$ cat src/rtl/fm_reg_pkg.sv
// Shared constants and types for the FM register decoder.
// Assumes 8-bit data and eight-byte instruments.
package fm_reg_pkg;
    localparam int BYTE_W      = 8;
    localparam int PATCH_BYTES = 8;
    localparam int PATCH_W     = PATCH_BYTES * BYTE_W;
    localparam int INST_W      = 4;
    localparam int N_PRESET    = (1 << INST_W) - 1;
    localparam int ADDR_W      = 6;

    // Decoded parameters of one operator, MSB first.
    typedef struct packed {
        logic       am;
        logic       pm;
        logic       eg;
        logic       kr;
        logic [3:0] mult;
        logic [1:0] ksl;
        logic [5:0] tl;
        logic       wf;
        logic [3:0] ar;
        logic [3:0] dr;
        logic [3:0] sl;
        logic [3:0] rr;
    } op_param_t;

    localparam int OP_W = $bits(op_param_t);

    typedef logic [PATCH_W-1:0] patch_t;
endpackage

$ cat src/rtl/fm_custom_regs.sv
// Holds the eight user-instrument bytes written at addresses 0x00-0x07.
// Assumes the address is already limited to ADDR_W bits.
module fm_custom_regs
    import fm_reg_pkg::*;
(
    input  logic              clk,
    input  logic              rst_n,
    input  logic              wr_en,
    input  logic [ADDR_W-1:0] wr_addr,
    input  logic [BYTE_W-1:0] wr_data,
    output patch_t            custom
);
    localparam int SEL_W = $clog2(PATCH_BYTES);

    logic [PATCH_BYTES-1:0][BYTE_W-1:0] bytes_q;
    logic                               hit;

    // Address falls in the user-instrument window.
    assign hit = wr_en && (wr_addr[ADDR_W-1:SEL_W] == '0);

    // Store the addressed byte.
    always_ff @(posedge clk) begin
        if (!rst_n)
            bytes_q <= '0;
        else if (hit)
            bytes_q[wr_addr[SEL_W-1:0]] <= wr_data;
    end

    assign custom = bytes_q;
endmodule

$ cat src/rtl/fm_chan_regs.sv
// Per-channel frequency, key and instrument/volume registers with key-edge
// detection. Assumes one write per cycle; pulses last exactly one cycle.
module fm_chan_regs
    import fm_reg_pkg::*;
#(
    parameter int N_CH = 6
) (
    input  logic                          clk,
    input  logic                          rst_n,
    input  logic                          wr_en,
    input  logic [ADDR_W-1:0]             wr_addr,
    input  logic [BYTE_W-1:0]             wr_data,
    output logic [N_CH-1:0][8:0]          fnum,
    output logic [N_CH-1:0][2:0]          block,
    output logic [N_CH-1:0]               sustain,
    output logic [N_CH-1:0]               key,
    output logic [N_CH-1:0]               restart,
    output logic [N_CH-1:0]               release_car,
    output logic [N_CH-1:0][INST_W-1:0]   inst,
    output logic [N_CH-1:0][5:0]          car_tl
);
    localparam logic [1:0] GRP_LO  = 2'd1;
    localparam logic [1:0] GRP_HI  = 2'd2;
    localparam logic [1:0] GRP_INS = 2'd3;

    logic [1:0] grp;
    logic [3:0] idx;

    assign grp = wr_addr[5:4];
    assign idx = wr_addr[3:0];

    for (genvar c = 0; c < N_CH; c++) begin : g_ch
        logic       hit_lo, hit_hi, hit_ins;
        logic [7:0] lo_q;
        logic [5:0] hi_q;
        logic [7:0] ins_q;
        logic       rs_q, rl_q;

        assign hit_lo  = wr_en && (grp == GRP_LO)  && (idx == 4'(c));
        assign hit_hi  = wr_en && (grp == GRP_HI)  && (idx == 4'(c));
        assign hit_ins = wr_en && (grp == GRP_INS) && (idx == 4'(c));

        // Channel storage and key-edge pulses.
        always_ff @(posedge clk) begin
            if (!rst_n) begin
                lo_q  <= '0;
                hi_q  <= '0;
                ins_q <= '0;
                rs_q  <= 1'b0;
                rl_q  <= 1'b0;
            end else begin
                rs_q <= hit_hi &&  wr_data[4] && !hi_q[4];
                rl_q <= hit_hi && !wr_data[4] &&  hi_q[4];
                if (hit_lo)  lo_q  <= wr_data;
                if (hit_hi)  hi_q  <= wr_data[5:0];
                if (hit_ins) ins_q <= wr_data;
            end
        end

        assign fnum[c]        = {hi_q[0], lo_q};
        assign block[c]       = hi_q[3:1];
        assign key[c]         = hi_q[4];
        assign sustain[c]     = hi_q[5];
        assign restart[c]     = rs_q;
        assign release_car[c] = rl_q;
        assign inst[c]        = ins_q[7:4];
        assign car_tl[c]      = {ins_q[3:0], 2'b00};
    end
endmodule

$ cat src/rtl/fm_patch_decode.sv
// Splits one eight-byte instrument into modulator and carrier parameters and
// the feedback setting. Purely combinational; carrier level is supplied.
module fm_patch_decode
    import fm_reg_pkg::*;
(
    input  patch_t     patch,
    input  logic [5:0] car_tl,
    output op_param_t  mod_p,
    output op_param_t  car_p,
    output logic [2:0] fb_shift,
    output logic       fb_en
);
    logic [PATCH_BYTES-1:0][BYTE_W-1:0] b;
    logic [2:0]                         fb;

    assign b = patch;

    // Modulator fields.
    always_comb begin
        mod_p      = '0;
        {mod_p.am, mod_p.pm, mod_p.eg, mod_p.kr, mod_p.mult} = b[0];
        {mod_p.ksl, mod_p.tl} = b[2];
        mod_p.wf   = b[3][3];
        {mod_p.ar, mod_p.dr} = b[4];
        {mod_p.sl, mod_p.rr} = b[6];
    end

    // Carrier fields; level comes from the channel volume.
    always_comb begin
        car_p      = '0;
        {car_p.am, car_p.pm, car_p.eg, car_p.kr, car_p.mult} = b[1];
        car_p.ksl  = b[3][7:6];
        car_p.tl   = car_tl;
        car_p.wf   = b[3][4];
        {car_p.ar, car_p.dr} = b[5];
        {car_p.sl, car_p.rr} = b[7];
    end

    // Feedback code to shift, zero disables.
    assign fb       = b[3][2:0];
    assign fb_en    = (fb != 3'd0);
    assign fb_shift = fb_en ? (3'd7 - fb) : 3'd0;
endmodule

$ cat src/rtl/fm_key_ctrl.sv
// Top: register write decoder and key control for a six-channel FM synth.
// Assumes preset_rom is constant; outputs follow a write by one cycle.
module fm_key_ctrl
    import fm_reg_pkg::*;
#(
    parameter int N_CH = 6
) (
    input  logic                            clk,
    input  logic                            rst_n,
    input  logic                            wr_en,
    input  logic [5:0]                      wr_addr,
    input  logic [7:0]                      wr_data,
    input  logic [15*64-1:0]                preset_rom,
    output logic [N_CH*9-1:0]               ch_fnum,
    output logic [N_CH*3-1:0]               ch_block,
    output logic [N_CH-1:0]                 ch_sustain,
    output logic [N_CH-1:0]                 ch_key,
    output logic [N_CH-1:0]                 key_restart,
    output logic [N_CH-1:0]                 car_release,
    output logic [N_CH*3-1:0]               ch_fb_shift,
    output logic [N_CH-1:0]                 ch_fb_en,
    output logic [N_CH*2*33-1:0]            op_params
);
    localparam int N_OP = 2 * N_CH;

    patch_t                          custom;
    patch_t                          src_tab [N_PRESET+1];
    logic [N_CH-1:0][8:0]            fnum_w;
    logic [N_CH-1:0][2:0]            block_w;
    logic [N_CH-1:0][INST_W-1:0]     inst_w;
    logic [N_CH-1:0][5:0]            car_tl_w;
    logic [N_CH-1:0][2:0]            fbs_w;
    op_param_t [N_OP-1:0]            op_w;

    fm_custom_regs u_custom (
        .clk     (clk),
        .rst_n   (rst_n),
        .wr_en   (wr_en),
        .wr_addr (wr_addr),
        .wr_data (wr_data),
        .custom  (custom)
    );

    fm_chan_regs #(.N_CH(N_CH)) u_chan (
        .clk         (clk),
        .rst_n       (rst_n),
        .wr_en       (wr_en),
        .wr_addr     (wr_addr),
        .wr_data     (wr_data),
        .fnum        (fnum_w),
        .block       (block_w),
        .sustain     (ch_sustain),
        .key         (ch_key),
        .restart     (key_restart),
        .release_car (car_release),
        .inst        (inst_w),
        .car_tl      (car_tl_w)
    );

    // Instrument source table: entry 0 is the user instrument.
    assign src_tab[0] = custom;
    for (genvar p = 1; p <= N_PRESET; p++) begin : g_rom
        assign src_tab[p] = preset_rom[(p-1)*PATCH_W +: PATCH_W];
    end

    for (genvar c = 0; c < N_CH; c++) begin : g_dec
        fm_patch_decode u_dec (
            .patch    (src_tab[inst_w[c]]),
            .car_tl   (car_tl_w[c]),
            .mod_p    (op_w[2*c]),
            .car_p    (op_w[2*c+1]),
            .fb_shift (fbs_w[c]),
            .fb_en    (ch_fb_en[c])
        );
    end

    assign ch_fnum     = fnum_w;
    assign ch_block    = block_w;
    assign ch_fb_shift = fbs_w;
    assign op_params   = op_w;
endmodule

$ cat config.mk
export PLATFORM = sky130hd
export DESIGN_NAME = fm_key_ctrl
export DESIGN_NICKNAME = d
export VERILOG_FILES = /design/src/rtl/fm_reg_pkg.sv /design/src/rtl/fm_custom_regs.sv /design/src/rtl/fm_chan_regs.sv /design/src/rtl/fm_patch_decode.sv /design/src/rtl/fm_key_ctrl.sv
export SDC_FILE = /design/constraint.sdc
export NUM_CORES = 2
export LEC_CHECK = 0
export ABC_CLOCK_PERIOD_IN_PS = 3340
export BUFFER_PORTS_ARGS = -buffer_cell sky130_fd_sc_hd__clkbuf_2
export CAP_MARGIN = 20
export CORE_AREA = 5 5 578 580
export DETAILED_ROUTE_END_ITERATION = 10
export DIE_AREA = 0 0 583 585
export GPL_TIMING_DRIVEN = 1
export PLACE_DENSITY_LB_ADDON = 0.1
export SLEW_MARGIN = 30
export SYNTH_ARGS = -nofsm -noshare
export SYNTH_HDL_FRONTEND = slang
export SYNTH_SLANG_ARGS = --single-unit
$ cat constraint.sdc
create_clock -name clk -period 3.34 [get_ports clk]
set_input_delay 0.167 -clock clk [delete_from_list [all_inputs] [get_ports clk]]
set_output_delay 0.167 -clock clk [all_outputs]
set_load 0.02 [all_outputs]
==> flow_summary_export.csv <==
group,metric,value,unit
setup_path,cp-start-kind,"flop",
setup_path,r2r_cells,3,
placed_design,dp.cells,8901,
layout,nFillCells,35250,
clock_tree,clockBufferDepth,3,
layout,final_cells,9065,
hold_path,holdPathEnd,"u_chan.g_ch[1].lo_q[2]",
synthesis,synth_area,53350,um^2
floorplanning,rows,211,
timing,fin_crit_sh,95.76,%
clock_tree,clock_latency,0.63,ns
clock_tree,cts.sinks,207,
timing,finalCriticalPeriod,3.198,ns
clock_tree,clkTransAtPathRegs,0.06,ns
global_routing,antenna_found_initial,208,
routing,dr.pass1.iters,5,
synthesis,synthCells,3364,
power,p_comb_share,35.5,%
power,clkPwrFrac,41.1,%
hold_path,whs_path_depth,4,
global_routing,grt-ovfl-total,0,
timing,tightest_slew,1.003,ns
timing,rsz0062_at_grt,"yes",
global_routing,track_usage,21.60,%
placed_design,portBuffers,1465,
timing,fmax,0.3127,GHz
power,pwr-share-seq,23.4,%
synthesis,yosys_warnings,0,
synthesis,ys_seq_area_share,7.768,%
clock_tree,cts_root_buf,"clkbuf_16",
setup_path,r2r_slack,1.79,ns
power,power.leakage,21.74,nW
floorplanning,ios,1493,
setup_path,crit_type,"flop to output port",
layout,regArea,4234,um^2
placed_design,dpl_cell_area,66650,um^2
clock_tree,h-tree-depth,2,
outcome,status,"completed",
floorplanning,die_y,585,um
placed_design,gp_congestion,0.8444,
layout,areaGrowthSynthToFinish,28.61,%
clock_tree,cts-buffers-inserted,37,
power,swShare,35.09,%
layout,multi_input_area,46430,um^2
routing,postRouteWirelength,381800,um
timing,finClkSkew,0.01576,ns
layout,final_util,20.87,%
synthesis,ys_async_sr_fraction,0,%
power,p_switching,3.723,mW
hold_path,hp-start,"wr_data[2]",
global_routing,grt_pass1_vias,50290,
routing,vias,48650,
setup_path,cp_max_fo,27,
setup_path,cp-end-kind,"output port",
timing,setup_violations,0,
power,irDropWorstVdd,0.3259,mV
timing,slew_headroom,33.13,%
synthesis,syn_area_per_cell,15.86,um^2
layout,layout.nets,5574,
power,p_int,6.887,mW
layout,drive_gt1_share,79.86,%
global_routing,grt_pass1_wl,504400,um
power,power_density,154.6,nW/um^2
routing,viasPerCell,5.367,
setup_path,r2r-end,"u_chan.g_ch[4].ins_q[6]",
setup_path,crit_required,3.17,ns
timing,holdWs,0.06549,ns
setup_path,worstReg2RegStart,"u_chan.g_ch[4].ins_q[6]",
synthesis,ys_ff_latch,207,
clock_tree,cts_tree,"yes",
timing,slew_viol_final,0,
routing,antenna_left,0,
synthesis,ys_types,24,
flow_run,max-cap-violations,0,
routing,drc,0,
timing,finalHoldViolCount,0,
hold_path,min_path_type,"input port to flop",
synthesis,synth_flop_cell,"dfxtp_1",
floorplanning,initial_utilization,16.23,%
routing,drtIter0Drc,4569,
floorplanning,die_area,341100,um^2
layout,stdcell_area,68610,um^2
setup_path,arrival,3.03,ns
placed_design,dp_hpwl,297500,um
floorplanning,core-area,328700,um^2
routing,wl_per_cell,42.12,um
floorplanning,die_width,583,um
synthesis,synth_edf_count,0,
global_routing,grt_max_degree,71,
-- timing repair --
action	CTS	global route
endpoints found under the hold margin	3	0
hold buffers	1	0
gates cloned	3	1
gates resized for setup	13	3
buffers inserted	18	0
setup endpoints to repair	150	12
-- cell usage in the layout (no fill, tap or decap), types with 11 or more instances in the layout --
cell | synthesis | layout
a22oi_1 | 18 | 18
nor2b_1 | 30 | 30
and3_1 | 19 | 14
conb_1 | 1 | 12
mux2i_1 | 16 | 16
nand3_1 | 203 | 203
nor2_1 | 13 | 13
a21boi_1 | 197 | 197
clkbuf_2 | 1 | 1456
diode_2 | 0 | 76
clkbuf_16 | 0 | 40
dfxtp_1 | 207 | 183
mux4_2 | 1872 | 1872
buf_12 | 0 | 111
clkbuf_8 | 0 | 11
nand2_1 | 228 | 228
buf_4 | 116 | 135
dfxtp_4 | 0 | 24
-- kinds of logic after synthesis --
kind of cell | after synthesis | synth area share, %
AO/OA/AOI/OAI | 215 | 3.025
buffers and inverters | 543 | 5.418
flip-flops | 207 | 7.768
multiplexers | 1888 | 79.33
other | 1 | 0.007029
AND/OR/NAND/NOR | 510 | 4.456
-- critical path: stages, from the launching register on --
cell,delay [ns]
dfxtp_4,0.42
buf_12,0.21
buf_16,0.26
mux4_2,0.56
mux4_2,0.55
clkbuf_2,0.24
-- metal layers --
layer / GRT usage, % / share of wire (%) / vias up
met1: 27.90 / 40 / 26920
met3: 6.207 / 8.5 / 565
li1: - / - / 18310
met5: 0 / 0.22 / -
met4: 5.597 / 2.9 / 130
met2: 35.52 / 48 / 2721
-- cells in the mapped netlist, drive strengths merged (2+ instances only) --
library cell     n  area share (%)
mux4          1872              79
buf            276             3.5
clkbuf         267             1.9
nand2          228             1.6
dfxtp          207             7.8
nand3          203             1.9
a21boi         197             2.8
nor2b           30            0.35
and3            19            0.22
a22oi           18            0.25
mux2i           16            0.30
nor2            13           0.091
nor3             6           0.056
nor4b            3           0.084
and3b            2           0.033
and4             2           0.033
nor4bb           2           0.038
-- power groups by stage --
| stage | logic (mW) | clock network (mW) | registers, mW |
|---|---|---|---|
| after floorplan | 1.74 | 0 | 2.55 |
| after global placement | 3.70 | 0 | 2.54 |
| after detailed placement | 3.73 | 0 | 2.54 |
| after CTS | 3.75 | 4.65 | 2.48 |
| after global routing | 3.96 | 4.69 | 2.48 |
| final | 3.76 | 4.36 | 2.48 |
-- area by class of cell --
| class | count | area share (%) |
|---|---|---|
| Timing Repair Buffer | 1726 | 15.99 |
| Sequential cell | 207 | 6.171 |
| Tap cell | 4366 | 7.962 |
| Antenna cell | 76 | 0.2772 |
| Clock buffer | 57 | 1.681 |
| Multi-Input combinational cell | 2625 | 67.68 |
| Clock inverter | 8 | 0.2462 |
-- state kept, by name, indices dropped and copies added, names as in the netlist --
| signal | cells |
|---|---|
| u_custom.custom | 63 |
| u_chan.g_ch.ins_q | 48 |
| u_chan.g_ch.lo_q | 48 |
| u_chan.g_ch.hi_q | 36 |
| u_chan.g_ch.rl_q | 6 |
| u_chan.g_ch.rs_q | 6 |
-- worst max path at each step --
| stage | from | end | depth (start not counted) |
|---|---|---|---|
| 3_5_place_dp | u_chan.g_ch[3].ins_q[4] | op_params[259] | 6 |
| 6_report | u_chan.g_ch[5].ins_q[4] | op_params[348] | 5 |
| 2_1_floorplan | u_chan.g_ch[4].ins_q[4] | ch_fb_shift[14] | 6 |
| 5_1_grt | u_chan.g_ch[1].ins_q[4] | op_params[129] | 6 |
| 4_1_cts | u_chan.g_ch[3].ins_q[4] | op_params[259] | 6 |
| 3_3_place_gp | u_chan.g_ch[3].ins_q[4] | op_params[259] | 6 |
-- metrics by stage --
stage                     power, mW  setup WS (ns)    TNS, ns
after floorplan               4.285          1.187          0
after CTS                     10.88      -0.009268  -0.009268
final                         10.61         0.1415          0
after global placement        6.236         0.5101          0
after global routing          11.13      -0.002121  -0.002121
after detailed placement      6.273         0.5099          0
(Power assumes the default switching activity.)
